$ cat src/rtl/rsps_pkg.sv
package rsps_pkg;
  // Whole reference cycles needed to cover a pulse, rounded up.
  function automatic int unsigned cycles_for(input int unsigned pulse_ps,
                                             input int unsigned ref_ps);
    return (pulse_ps + ref_ps - 1) / ref_ps;
  endfunction
endpackage

$ cat src/rtl/rsps_edge.sv
module rsps_edge (
  input  logic clk,
  input  logic rst_n,
  input  logic strb_i,
  output logic rise_o
);
  logic level_q;

  always_ff @(posedge clk or negedge rst_n) begin
    if (!rst_n) level_q <= 1'b0;
    else        level_q <= strb_i;
  end

  assign rise_o = strb_i & ~level_q;
endmodule

$ cat src/rtl/rsps_oneshot.sv
module rsps_oneshot #(
  parameter int unsigned W_SHORT = 4,
  parameter int unsigned W_LONG  = 7
) (
  input  logic clk,
  input  logic rst_n,
  input  logic strb_i,
  input  logic rise_i,
  input  logic pass_i,
  input  logic wide_i,
  output logic start_o,
  output logic busy_o,
  output logic cut_o,
  output logic pass_q_o
);
  localparam int unsigned CW       = (W_LONG > 2) ? $clog2(W_LONG) : 1;
  localparam int unsigned LOAD_S   = W_SHORT - 2;
  localparam int unsigned LOAD_L   = W_LONG - 2;

  logic [CW-1:0] cnt_q;
  logic          busy_q;
  logic          cut_q;
  logic          pass_q;

  assign start_o  = rise_i && !busy_q;
  assign busy_o   = busy_q;
  assign cut_o    = cut_q;
  assign pass_q_o = pass_q;

  always_ff @(posedge clk or negedge rst_n) begin
    if (!rst_n) begin
      cnt_q  <= '0;
      busy_q <= 1'b0;
      cut_q  <= 1'b0;
      pass_q <= 1'b0;
    end else if (start_o) begin
      pass_q <= pass_i;
      cut_q  <= 1'b0;
      if (!pass_i) begin
        busy_q <= 1'b1;
        cnt_q  <= wide_i ? CW'(LOAD_L) : CW'(LOAD_S);
      end
    end else if (busy_q) begin
      if (cnt_q == '0) busy_q <= 1'b0;
      else             cnt_q  <= cnt_q - 1'b1;
      if (!strb_i)     cut_q  <= 1'b1;
    end
  end

  // the counter never holds more than the long load value.
  assert_cnt_bound_R4: assert property (@(posedge clk) disable iff (!rst_n)
    busy_q |-> (cnt_q <= CW'(LOAD_L)));

  // a window that is counting only counts down, even when a new rising edge arrives.
  assert_no_restart_R6: assert property (@(posedge clk) disable iff (!rst_n)
    (busy_q && cnt_q != '0) |=> (busy_q && cnt_q == $past(cnt_q) - 1'b1));

  // the latched mode holds while a window is counting.
  assert_mode_hold_R7: assert property (@(posedge clk) disable iff (!rst_n)
    (busy_q && cnt_q != '0) |=> $stable(pass_q));

  // once the strobe has dropped, the truncation stays set for the rest of the window.
  assert_cut_sticky_R5: assert property (@(posedge clk) disable iff (!rst_n)
    (busy_q && cnt_q != '0 && cut_q) |=> cut_q);
endmodule

$ cat src/rtl/rsps_outsel.sv
module rsps_outsel (
  input  logic clk,
  input  logic rst_n,
  input  logic strb_i,
  input  logic start_i,
  input  logic pass_i,
  input  logic pass_q_i,
  input  logic busy_i,
  input  logic cut_i,
  output logic strb_o
);
  logic mode_pass;
  logic armed;

  always_comb begin
    mode_pass = start_i ? pass_i : pass_q_i;
    armed     = start_i || (busy_i && !cut_i);
    strb_o    = strb_i && (mode_pass || armed);
  end

  // the conditioned strobe is never high without the raw strobe.
  assert_out_gated_R9: assert property (@(posedge clk) disable iff (!rst_n)
    strb_o |-> strb_i);

  // in shortening mode a new access drives the output high at once.
  assert_start_high_R2: assert property (@(posedge clk) disable iff (!rst_n)
    (start_i && !pass_i) |-> strb_o);
endmodule

$ cat src/rtl/rd_strobe_shaper.sv
module rd_strobe_shaper #(
  parameter int unsigned REF_PERIOD_PS  = 10417,
  parameter int unsigned SHORT_PULSE_PS = 40000,
  parameter int unsigned LONG_PULSE_PS  = 66000
) (
  input  logic clk,
  input  logic rst_n,
  input  logic strobe_in,
  input  logic pass_en,
  input  logic wide_sel,
  output logic strobe_out
);
  import rsps_pkg::*;

  localparam int unsigned W_SHORT = cycles_for(SHORT_PULSE_PS, REF_PERIOD_PS);
  localparam int unsigned W_LONG  = cycles_for(LONG_PULSE_PS, REF_PERIOD_PS);

  logic rise;
  logic start;
  logic busy;
  logic cut;
  logic pass_q;

  rsps_edge u_edge (
    .clk    (clk),
    .rst_n  (rst_n),
    .strb_i (strobe_in),
    .rise_o (rise)
  );

  rsps_oneshot #(.W_SHORT(W_SHORT), .W_LONG(W_LONG)) u_shot (
    .clk      (clk),
    .rst_n    (rst_n),
    .strb_i   (strobe_in),
    .rise_i   (rise),
    .pass_i   (pass_en),
    .wide_i   (wide_sel),
    .start_o  (start),
    .busy_o   (busy),
    .cut_o    (cut),
    .pass_q_o (pass_q)
  );

  rsps_outsel u_out (
    .clk      (clk),
    .rst_n    (rst_n),
    .strb_i   (strobe_in),
    .start_i  (start),
    .pass_i   (pass_en),
    .pass_q_i (pass_q),
    .busy_i   (busy),
    .cut_i    (cut),
    .strb_o   (strobe_out)
  );

  // the output is low in every cycle in which the raw strobe is low.
  assert_idle_low_R8: assert property (@(posedge clk) disable iff (!rst_n)
    !strobe_in |-> !strobe_out);
endmodule

$ cat config.mk
export PLATFORM = sky130hd
export DESIGN_NAME = rd_strobe_shaper
export DESIGN_NICKNAME = d
export VERILOG_FILES = /design/src/rtl/rsps_pkg.sv /design/src/rtl/rsps_edge.sv /design/src/rtl/rsps_oneshot.sv /design/src/rtl/rsps_outsel.sv /design/src/rtl/rd_strobe_shaper.sv
export SDC_FILE = /design/constraint.sdc
export NUM_CORES = 1
export LEC_CHECK = 0
export ABC_AREA = 1
export BUFFER_PORTS_ARGS = -buffer_cell sky130_fd_sc_hd__buf_4
export CORE_MARGIN = 1
export CORE_UTILIZATION = 30
export CTS_CLUSTER_SIZE = 28
export DETAILED_ROUTE_END_ITERATION = 8
export PLACE_DENSITY = 0.55
export SLEW_MARGIN = 25
export SYNTH_ARGS = -nofsm -noshare
export SYNTH_HDL_FRONTEND = slang
export SYNTH_SLANG_ARGS = --single-unit
$ cat constraint.sdc
create_clock -name clk -period 1.6 [get_ports clk]
set_input_delay 0.08 -clock clk [delete_from_list [all_inputs] [get_ports clk]]
set_output_delay 0.08 -clock clk [all_outputs]
set_load 0.01 [all_outputs]
# After elaboration in Yosys (flattened, before gate mapping)
# Index checks and enable logic that the tools add are counted.
# totals
mem_count	0
output_inout_bits	1
ram_bits	0
romBits	0
latchBits	0
in_bits	5
regBits	7
# classes
n_lt_le_gt_ge	0
multipliers	0
n_shift	0
n_eq_ne	3
bitwise_logic	2
n_mux	13
n_reduce_logical	11
n_addsub	1
n_div	0
# op_table
cell	count
two-way mux 3 bit	5
two-way mux 1 bit	8
inequality test 2 x 1 -> 1 bit, second input constant	2
logical AND 1 bit	3
logical NOT 3 bit	1
AND reduction 3 bit	1
subtractor 3 x 1 -> 3 bit, second input constant	1
logical NOT 1 bit	2
logical OR 1 bit	2
inequality test 2 bit, second input constant	1
AND reduction 2 bit	1
nonzero test 2 bit	1
bitwise AND 1 bit	1
inverter 1 bit	1

# Logic depth before layout (Yosys ltp)
# Gate-level depths: netlist (run 1).
# depth
word_depth	6
mapped_depth	9
ltp_nobuf	9

# By module
# A second synthesis (run 1) with hierarchy kept.
# unflattened
cells_unflattened	51
area_unflattened_um2	407.9
# modules_own_cells
module	cells_each	area_each_um2	n_inst	seq_area_each_um2
rsps_oneshot	43	352.8	1	150.1
rsps_edge	3	35.0	1	25.0
rsps_outsel	5	20.0	1	0.0

# Least setup slack after synthesis (run 1)
# OpenSTA, ideal clock, no wires.
# synth_path
path_kind	reg2reg
startpoint	register u_shot.cnt_q[0]
endpoint	register u_shot.cnt_q[0]
arrival_time_ns	0.915
stages_incl_launch_ff	8
slack_ns	0.569
path_buffers	0
setup_time_ns	0.117
required_time_ns	1.483
synth_period_minus_slack_ns	1.031
cell_sequence	dfrtp_1 > inv_1 > ha_1 > nand2_1 > nand2_1 > nand2_4 > nand2_1 > nand2_1
# synth_between
elab_chain_len	4
word_cells_on_any_way	7
# synth_rtl
item	line	rtl
start: declaration	rsps_oneshot.sv:20	logic [CW-1:0] cnt_q;
start signal: assignment	rsps_oneshot.sv:41	cnt_q <= wide_i ? CW'(LOAD_L) : CW'(LOAD_S);
start signal: assignment	rsps_oneshot.sv:45	else cnt_q <= cnt_q - 1'b1;
subtractor 3 x 1 -> 3 bit	rsps_oneshot.sv:45	
two-way mux 3 bit	rsps_oneshot.sv:44	if (cnt_q == '0) busy_q <= 1'b0;
two-way mux 3 bit	rsps_oneshot.sv:43	end else if (busy_q) begin
two-way mux 3 bit	rsps_oneshot.sv:36	end else if (start_o) begin
# Parallel ways exist; a longest one is shown, timed or not. The select of a mux whose other input is x is not followed.
# A chain may end at the register's enable or synchronous reset.

# Worst setup path after layout (run 1)
# layout_path
startpoint	input strobe_in
endpoint	output strobe_out
# layout_between
elab_chain_len	5
word_cells_on_any_way	6
# layout_rtl
item	line	rtl
start: declaration	rd_strobe_shaper.sv:8	input logic strobe_in,
bitwise AND 1 bit	rsps_edge.sv:14	assign rise_o = strb_i & ~level_q;
logical AND 1 bit	rsps_oneshot.sv:25	assign start_o = rise_i && !busy_q;
two-way mux 1 bit or logical OR 1 bit (tied branches)	-	
logical OR 1 bit	rsps_outsel.sv:18	strb_o = strb_i && (mode_pass || armed);
logical AND 1 bit (*)	rsps_outsel.sv:18	
end: declaration	rd_strobe_shaper.sv:11	output logic strobe_out
# Every way passes the cells marked *; elsewhere a longest branch is shown, timed or not.

==> results of run 1 <==
-- where the power goes --
group          internal, W  switching (W)  leakage [nW]
clock            0.0000951      0.0000645        0.0150
sequential        0.000251      0.0000353        0.0850
combinational     0.000148       0.000224         0.198
total             0.000495       0.000324         0.298
-- critical path: stages --
cell and delay (ps):
dlygate4sd3_1 540, buf_4 150, nand3_1 170, nand2_1 90
o21ai_0 160, inv_1 60, buf_4 140
-- stage by stage --
| stage | std cells | cell area [um^2] | power (W) | hold WS [ps] |
|---|---|---|---|---|
| after floorplan | 54 | 410 | 0.000578 | -216 |
| after global placement | 73 | 465 | 0.000661 | -100 |
| after detailed placement | 73 | 465 | 0.000659 | -101 |
| after CTS | 79 | 512 | 0.000827 | 169 |
| after global routing | 79 | 512 | 0.000905 | 190 |
| final | 79 | 512 | 0.000818 | 169 |
-- kinds of logic after synthesis --
kind of cell | synth area share [%]
buffers and inverters | 11.9
flip-flops | 42.7
AND/OR/NAND/NOR | 36.9
adder cells (fa/ha/maj) | 6.10
AO/OA/AOI/OAI | 2.44
-- synthesized netlist by cell type --
library cell   n
nand2_1       18
inv_1         11
dfrtp_1        7
nand3_1        6
ha_1           2
inv_2          2
nor2_1         2
o21ai_0        2
and2_1         1
nand2_4        1
nand3_4        1
nor2_4         1
-- state kept, by name (all words and copies together), names as in the netlist --
register / count
u_shot.busy_o: 1
u_shot.cnt_q: 3
u_edge.level_q: 1
u_shot.pass_q_o: 1
u_shot.cut_o: 1
-- repair_timing --
action	4_1_cts	5_1_grt
setup buffers	0	0
setup endpoints to repair	0	0
hold buffers	2	0
endpoints found under the hold margin	8	0
gates resized for setup	0	0
-- final timing paths --
kind	depth (start not counted)	start	end	slack, ps
min in group asynchronous	2	rst_n	u_shot.cut_o	180
min reg2reg	2	u_shot.cut_o	u_shot.cut_o	500
min	4	pass_en	u_shot.busy_o	170
max	7	strobe_in	strobe_out	130
max reg2reg	7	u_shot.cnt_q[0]	u_shot.cnt_q[1]	450
max in group asynchronous	2	rst_n	u_shot.cnt_q[2]	1300
-- cell type report --
| class | count | area [um^2] | area share [%] |
|---|---|---|---|
| flip-flops and latches | 7 | 175 | 34.2 |
| multi-input cells | 34 | 186 | 36.4 |
| clock buffers | 4 | 26.3 | 5.13 |
| inverters | 13 | 48.8 | 9.54 |
| well taps | 14 | 17.5 | 3.42 |
| repair buffers | 7 | 57.6 | 11.2 |
-- routing by layer --
layer	GRT usage (%)	vias up	part of all wire (%)
li1	-	184	-
met1	15.4	151	49
met2	19.6	1	48
met3	1.73	2	1.1
met4	12.9	0	1.6
met5	0	-	0
==> flow_summary_export.csv, run 1 <==
group,metric,value,unit
finish,layout-drive-gt1-share,20.0,%
grt,track_usage,13.0,%
floorplanning,die_area,1520,um^2
grt,grt_max_degree,8,
min_path,min_path_type,"input port to flop",
finish,synthToLayoutAreaGrowth,24.7,%
route,wirelength,703,um
critical_path,critical_path_required,1520,ps
critical_path,path_class,"input port to primary output",
job,cap_violations,0,
grt,overflow,0,
finish,layout_common_cells,"18 x nand2_1, 11 x inv_1, 7 x dfrtp_1, 6 x nand3_1, 5 x buf_4",
logic_synthesis,ys_types,12,
placed_design,numPortBuffers,5,
sta,layout_worst_path_cycle_share,91.9,%
logic_synthesis,seq_area_frac_synth,42.7,%
clock_tree,h-tree-depth,1,
outcome,status,"completed",
logic_synthesis,synth_seq_cells,7,
sta,tightest_slew,209,ps
placed_design,post-place-ws,446,ps
clock_tree,cts.clk_slew.worst_paths,50,ps
floorplanning,die_h,39.0,um
clock_tree,clock_sinks,7,
placed_design,gp_congestion,0.701,
floorplanning,die-width,39.0,um
logic_synthesis,synth.avg_cell_area,7.60,um^2
floorplanning,ios,6,
logic_synthesis,synth_area,410,um^2
finish,final_util,43.1,%
route,routedWlPerCell,8.90,um
clock_tree,cts_tree,"yes",
sta,min_period,1470,ps
sta,finalSetupTns,0,ps
grt,grt_pass1_vias,331,
critical_path,end_kind,"primary output",
critical_path,startpoint_type,"input port",
sta,hold_violations,0,
route,drcViolationCount,0,
finish,antenna_cells,0,
grt,grt_pass1_wl,1280,um
logic_synthesis,syn_inst,54,
route,ant_nets,0,
logic_synthesis,synth_top_area_cell,"dfrtp_1",
clock_tree,root_buffer,"clkbuf_4",
power,power.density,1600,nW/um^2
finish,final_common_cell,"nand2_1",
sta,rsz0062_at_grt,"no",
clock_tree,worstSkewPairLatency,250,ps
finish,nets,73,
route,vias,338,
sta,setup_slack,130,ps
sta,slew_viol_final,0,
clock_tree,clk_path_buf_depth,2,
sta,max_slew_margin,86.0,%
sta,setup_viol_count_final,0,
logic_synthesis,synthTopCellsByArea,"dfrtp_1 43%, nand2_1 16%, inv_1 10%",
power,peakVddDrop,0.636,mV
floorplanning,rows,12,
finish,fillers,133,
grt,antenna_found_initial,0,
route,drt_first_pass_iters,3,
route,viasPerCell,4.28,
route,drt_iter0_drc,10,
logic_synthesis,synth_top_area_share,42.7,%
sta,fmax,0.680,GHz
critical_path,cp.arrival,1390,ps
logic_synthesis,syn-num-nets,61,
floorplanning,start_util,34.6,%
critical_path,path_max_fanout,5,
logic_synthesis,yosysWarningCount,0,
floorplanning,core_area,1190,um^2
clock_tree,numCtsBuffers,3,
placed_design,dp_hpwl,534,um
sta,fin_skew,0.488,ps
power,p_leak,0.298,nW
No activity file was read; power rests on OpenSTA's default activity.
==> inputs of run 2 (changes only) <==
--- a/config.mk
+++ b/config.mk
@@ -7,11 +7,13 @@
 export LEC_CHECK = 0
 export ABC_AREA = 1
 export BUFFER_PORTS_ARGS = -buffer_cell sky130_fd_sc_hd__buf_4
+export CELL_PAD_IN_SITES_DETAIL_PLACEMENT = 0
+export CELL_PAD_IN_SITES_GLOBAL_PLACEMENT = 1
 export CORE_MARGIN = 1
 export CORE_UTILIZATION = 30
 export CTS_CLUSTER_SIZE = 28
 export DETAILED_ROUTE_END_ITERATION = 8
-export PLACE_DENSITY = 0.55
+export PLACE_DENSITY = 0.68
 export SLEW_MARGIN = 25
 export SYNTH_ARGS = -nofsm -noshare
 export SYNTH_HDL_FRONTEND = slang
==> run 2 against run 1 <==
Compared with the run above: first-iteration DRC count is the same; critical path depth is the same; clock skew grew 0.88 ps; critical endpoint unchanged; largest power group unchanged.
==> flow_summary_export.csv, run 2 (same netlist as run 1, synthesis figures left out) <==
group,metric,value,unit
power,p_leak,0.299,nW
route,viasPerCell,4.10,
outcome,status,"completed",
critical_path,critPathMaxStageDelay,530,ps
finish,final_cells,79,
route,ant_nets,0,
critical_path,reg2reg_to,"u_shot.cnt_q[1]",
critical_path,reg2reg_slack,460,ps
floorplanning,rows,12,
clock_tree,numCtsBuffers,3,
placed_design,numPortBuffers,5,
critical_path,slowest_stage,"dlygate4sd3_1",
critical_path,ff2ff_path_depth,7,
floorplanning,die-width,39.0,um
sta,max_slew_margin,86.6,%
grt,grt_pass1_wl,1290,um
finish,nets,73,
critical_path,cp.arrival,1320,ps
critical_path,rr_startpoint,"u_shot.cnt_q[0]",
clock_tree,cts.clk_slew.worst_paths,50,ps
job,cap_violations,0,
floorplanning,core_area,1190,um^2
power,peakVddDrop,0.658,mV
critical_path,path_max_fanout,5,
finish,synthToLayoutAreaGrowth,25.9,%
clock_tree,cts_tree,"yes",
critical_path,worstPathBufferInverterCount,4,
finish,largest-register,"u_shot.cnt_q",
clock_tree,h-tree-depth,1,
floorplanning,die_h,39.0,um
critical_path,startpoint_type,"input port",
sta,hold_violations,0,
clock_tree,clock_sinks,7,
route,wirelength,718,um
sta,rsz0062_at_grt,"no",
sta,slew_viol_final,0,
finish,final_common_cell,"nand2_1",
route,drt_iter0_drc,10,
critical_path,crit_path_cell_trace,"dlygate4sd3_1 -> buf_4 -> nand3_2 -> nand2_1 -> o21ai_0 -> inv_1 -> buf_4",
critical_path,critical_path_required,1520,ps
min_path,min_from,"pass_en",
placed_design,dp_cells,73,
sta,tightest_slew,200,ps
finish,layout_common_cells,"18 x nand2_1, 11 x inv_1, 7 x dfrtp_1, 5 x nand3_1, 5 x buf_4",
finish,largest_reg_flops,3,
placed_design,dp_hpwl,562,um
sta,fmax,0.717,GHz
min_path,min_path_type,"input port to flop",
grt,overflow,0,
clock_tree,postCtsSetupRepairBufs,0,
sta,layout_worst_path_cycle_share,87.2,%
clock_tree,clk_path_buf_depth,2,
sta,min_period,1400,ps
min_path,holdPathStages,4,
sta,setup_viol_count_final,0,
critical_path,cpMostUsedCell,"buf_4",
critical_path,crit_family,"buffers and inverters",
clock_tree,worstSkewPairLatency,250,ps
min_path,holdPathEnd,"u_shot.busy_o",
grt,grt_max_degree,8,
grt,antenna_found_initial,0,
floorplanning,start_util,34.6,%
route,drt_first_pass_iters,3,
grt,track_usage,13.6,%
route,routedWlPerCell,9.09,um
finish,antenna_cells,0,
floorplanning,ios,6,
finish,layout-drive-gt1-share,21.5,%
clock_tree,root_buffer,"clkbuf_4",
floorplanning,die_area,1520,um^2
sta,fin_skew,1.37,ps
power,power.density,1590,nW/um^2
sta,finalSetupTns,0,ps
grt,grt_pass1_vias,316,
critical_path,end_kind,"primary output",
placed_design,gp_congestion,0.709,
critical_path,path_class,"input port to primary output",
route,vias,324,
route,drcViolationCount,0,
-- run 2: metal layers --
metal / GRT usage (%) / up-vias / wire (um)
met5: 0 / - / 0
met2: 20.0 / 1 / 306
met4: 12.9 / 0 / 11
met3: 1.73 / 2 / 12
li1: - / 183 / -
met1: 16.7 / 138 / 387
-- run 2: stage by stage --
| stage | setup WS [ps] | instance area (um^2) | utilization (%) | total power (W) | hold WS [ps] |
|---|---|---|---|---|---|
| after floorplan | 569 | 410 | - | 0.000578 | -216 |
| after global placement | 435 | 465 | 39.2 | 0.000667 | -98.7 |
| after detailed placement | 448 | 465 | 39.2 | 0.000666 | -99.3 |
| after CTS | 125 | 512 | 43.1 | 0.000837 | 166 |
| after global routing | 122 | 517 | 43.6 | 0.000912 | 179 |
| final | 205 | 517 | 43.6 | 0.000823 | 169 |
-- run 2: area by class of cell --
cell class | count | area (um^2)
Multi-Input combinational cell | 34 | 191
Inverter | 13 | 48.8
Clock buffer | 4 | 26.3
Sequential cell | 7 | 175
Tap cell | 14 | 17.5
Timing Repair Buffer | 7 | 57.6
Fill cell | 127 | 669
-- run 2: how the worst max path moves through the flow --
stage | from | to | slack [ps] | cells past startpoint
after global placement | u_shot.cnt_q[0] | u_shot.cnt_q[1] | 430 | 7
after CTS | strobe_in | strobe_out | 130 | 7
after floorplan | u_shot.cnt_q[0] | u_shot.cnt_q[0] | 570 | 7
after detailed placement | u_shot.cnt_q[0] | u_shot.cnt_q[1] | 450 | 7
after global routing | strobe_in | strobe_out | 120 | 7
final | strobe_in | strobe_out | 200 | 7
-- run 2: where the power goes --
part	switching (W)	internal, W	total [W]	leakage, nW
logic	0.000226	0.000150	0.000376	0.199
clock network	0.0000661	0.0000952	0.000161	0.0150
registers	0.0000346	0.000251	0.000286	0.0850
-- run 2: worst register-to-register path: cells and delay by family (launching register included) --
kind / cells / cell delay (ps)
buf+inv: 1 / 90
flops: 1 / 370
simple gates: 5 / 420
fa+ha+maj: 1 / 150
-- run 2: timing repair --
action	4_1_cts	5_1_grt
hold buffers	2	0
endpoints found under the hold margin	8	0
endpoints found under the setup margin	0	1
resized for setup	0	1
==> inputs of run 3 (changes only) <==
--- a/config.mk
+++ b/config.mk
@@ -9,7 +9,6 @@
 export BUFFER_PORTS_ARGS = -buffer_cell sky130_fd_sc_hd__buf_4
 export CELL_PAD_IN_SITES_DETAIL_PLACEMENT = 0
 export CELL_PAD_IN_SITES_GLOBAL_PLACEMENT = 1
-export CORE_MARGIN = 1
 export CORE_UTILIZATION = 30
 export CTS_CLUSTER_SIZE = 28
 export DETAILED_ROUTE_END_ITERATION = 8
==> constraint.sdc (replaced) <==
create_clock -name clk -period 1.6 [get_ports clk]
set_input_delay 0.08 -clock clk [delete_from_list [all_inputs] [get_ports clk]]
set_output_delay 0.08 -clock clk [all_outputs]
set_load 0.05 [all_outputs]
==> run 3 against run 2 <==
Compared with the run above: sequential power about the same; total power grew 2.4%; global-route usage is 1.8 points higher; combinational power rose by 5%; non-clock buffer count stayed put; sequential share of layout area is the same; first-iteration DRC count decreased by 30%; largest cell class unchanged; largest power group unchanged; highest routed layer unchanged.
==> flow_summary_export.csv, run 3 (same netlist as run 1, synthesis figures left out) <==
group,metric,value,unit
floorplanning,die-width,39.0,um
route,wirelength,738,um
critical_path,rr_startpoint,"u_shot.cnt_q[0]",
min_path,holdPathEnd,"u_shot.busy_o",
clock_tree,clk_path_buf_depth,2,
critical_path,path_max_fanout,5,
floorplanning,die_area,1520,um^2
finish,layout-drive-gt1-share,21.5,%
job,cap_violations,0,
critical_path,cp.arrival,1340,ps
power,p_leak,0.299,nW
finish,nets,73,
clock_tree,root_buffer,"clkbuf_4",
critical_path,path_class,"input port to primary output",
floorplanning,core_area,1190,um^2
critical_path,ff2ff_path_depth,7,
route,routedWlPerCell,9.34,um
critical_path,reg2reg_to,"u_shot.cnt_q[1]",
floorplanning,die_h,39.0,um
finish,layout_common_cells,"18 x nand2_1, 11 x inv_1, 7 x dfrtp_1, 5 x nand3_1, 5 x buf_4",
clock_tree,clock_sinks,7,
route,vias,338,
clock_tree,h-tree-depth,1,
sta,rsz0062_at_grt,"no",
finish,synthToLayoutAreaGrowth,25.9,%
critical_path,startpoint_type,"input port",
critical_path,critical_path_required,1520,ps
finish,final_util,43.6,%
finish,antenna_cells,0,
finish,largest_reg_flops,3,
sta,finalSetupTns,0,ps
min_path,min_from,"pass_en",
clock_tree,numCtsBuffers,3,
finish,final_common_cell,"nand2_1",
finish,final_cells,79,
placed_design,gp_congestion,0.731,
sta,hold_violations,0,
grt,track_usage,15.4,%
grt,grt_pass1_vias,355,
floorplanning,ios,6,
clock_tree,cts.clk_slew.worst_paths,50,ps
sta,setup_viol_count_final,0,
critical_path,reg2reg_slack,470,ps
sta,slew_viol_final,0,
route,viasPerCell,4.28,
sta,fin_skew,0.518,ps
grt,overflow,0,
clock_tree,cts_tree,"yes",
critical_path,end_kind,"primary output",
finish,fillers,126,
placed_design,dp_cells,73,
grt,antenna_found_initial,0,
route,drt_iter0_drc,7,
min_path,min_path_type,"input port to flop",
route,drt_first_pass_iters,2,
placed_design,numPortBuffers,5,
sta,tightest_slew,203,ps
grt,grt_pass1_wl,1460,um
floorplanning,start_util,34.6,%
placed_design,dp_hpwl,558,um
route,drcViolationCount,0,
sta,fmax,0.706,GHz
power,peakVddDrop,0.723,mV
route,ant_nets,0,
sta,layout_worst_path_cycle_share,88.5,%
grt,grt_max_degree,8,
floorplanning,rows,12,
sta,max_slew_margin,86.4,%
min_path,holdPathStages,4,
finish,largest-register,"u_shot.cnt_q",
outcome,status,"completed",
clock_tree,worstSkewPairLatency,250,ps
power,power.density,1630,nW/um^2
sta,min_period,1420,ps
-- run 3: cell counts in the layout (fill, tap and decap cells not counted) --
No cell type changed its count.
-- run 3: final cells by class --
type                            count  area, um^2  share of cell area (%)
Multi-Input combinational cell     34         191                    37.0
Sequential cell                     7         175                    33.9
Timing Repair Buffer                7        57.6                    11.1
Inverter                           13        48.8                    9.44
Clock buffer                        4        26.3                    5.08
Tap cell                           14        17.5                    3.39
-- run 3: power by group --
group | leakage [nW] | internal, W | switching (W)
registers | 0.0850 | 0.000252 | 0.0000362
logic | 0.199 | 0.000150 | 0.000245
clock network | 0.0150 | 0.0000952 | 0.0000652
total | 0.299 | 0.000496 | 0.000346
-- run 3: layer usage --
metal  up-vias  global-route usage [%]  share of wire, %
li1        183                       -                 -
met2         4                    22.9                46
met3         4                    3.47               2.4
met5         -                       0                 0
met4         0                    12.9               3.3
met1       147                    18.5                49
-- run 3: worst max-delay path by stage --
stage,end,from,slack [ps]
floorplan,strobe_out,u_shot.busy_o,450
global placement,strobe_out,u_shot.busy_o,400
detailed placement,strobe_out,u_shot.busy_o,400
CTS,strobe_out,strobe_in,100
global route,strobe_out,strobe_in,90
finish,strobe_out,strobe_in,180
-- run 3: critical path: stages --
cell	delay, ps
dlygate4sd3_1	540
buf_4	160
nand3_2	120
nand2_1	70
o21ai_0	140
inv_1	50
buf_4	180
-- run 3: timing repair --
item | CTS | global route
buffers inserted | 0 | 0
endpoints found under the hold margin | 8 | 0
gates resized for setup | 0 | 1
hold buffers | 2 | 0
setup endpoints to repair | 0 | 1
-- run 3: metrics by stage --
stage	power, W	hold slack [ps]	instance area, um^2	setup WS, ps
floorplan	0.000599	-216	410	452
global placement	0.000687	-100	465	401
detailed placement	0.000684	-101	465	396
CTS	0.000858	164	512	98.3
global route	0.000942	187	517	85.5
finish	0.000843	165	517	183
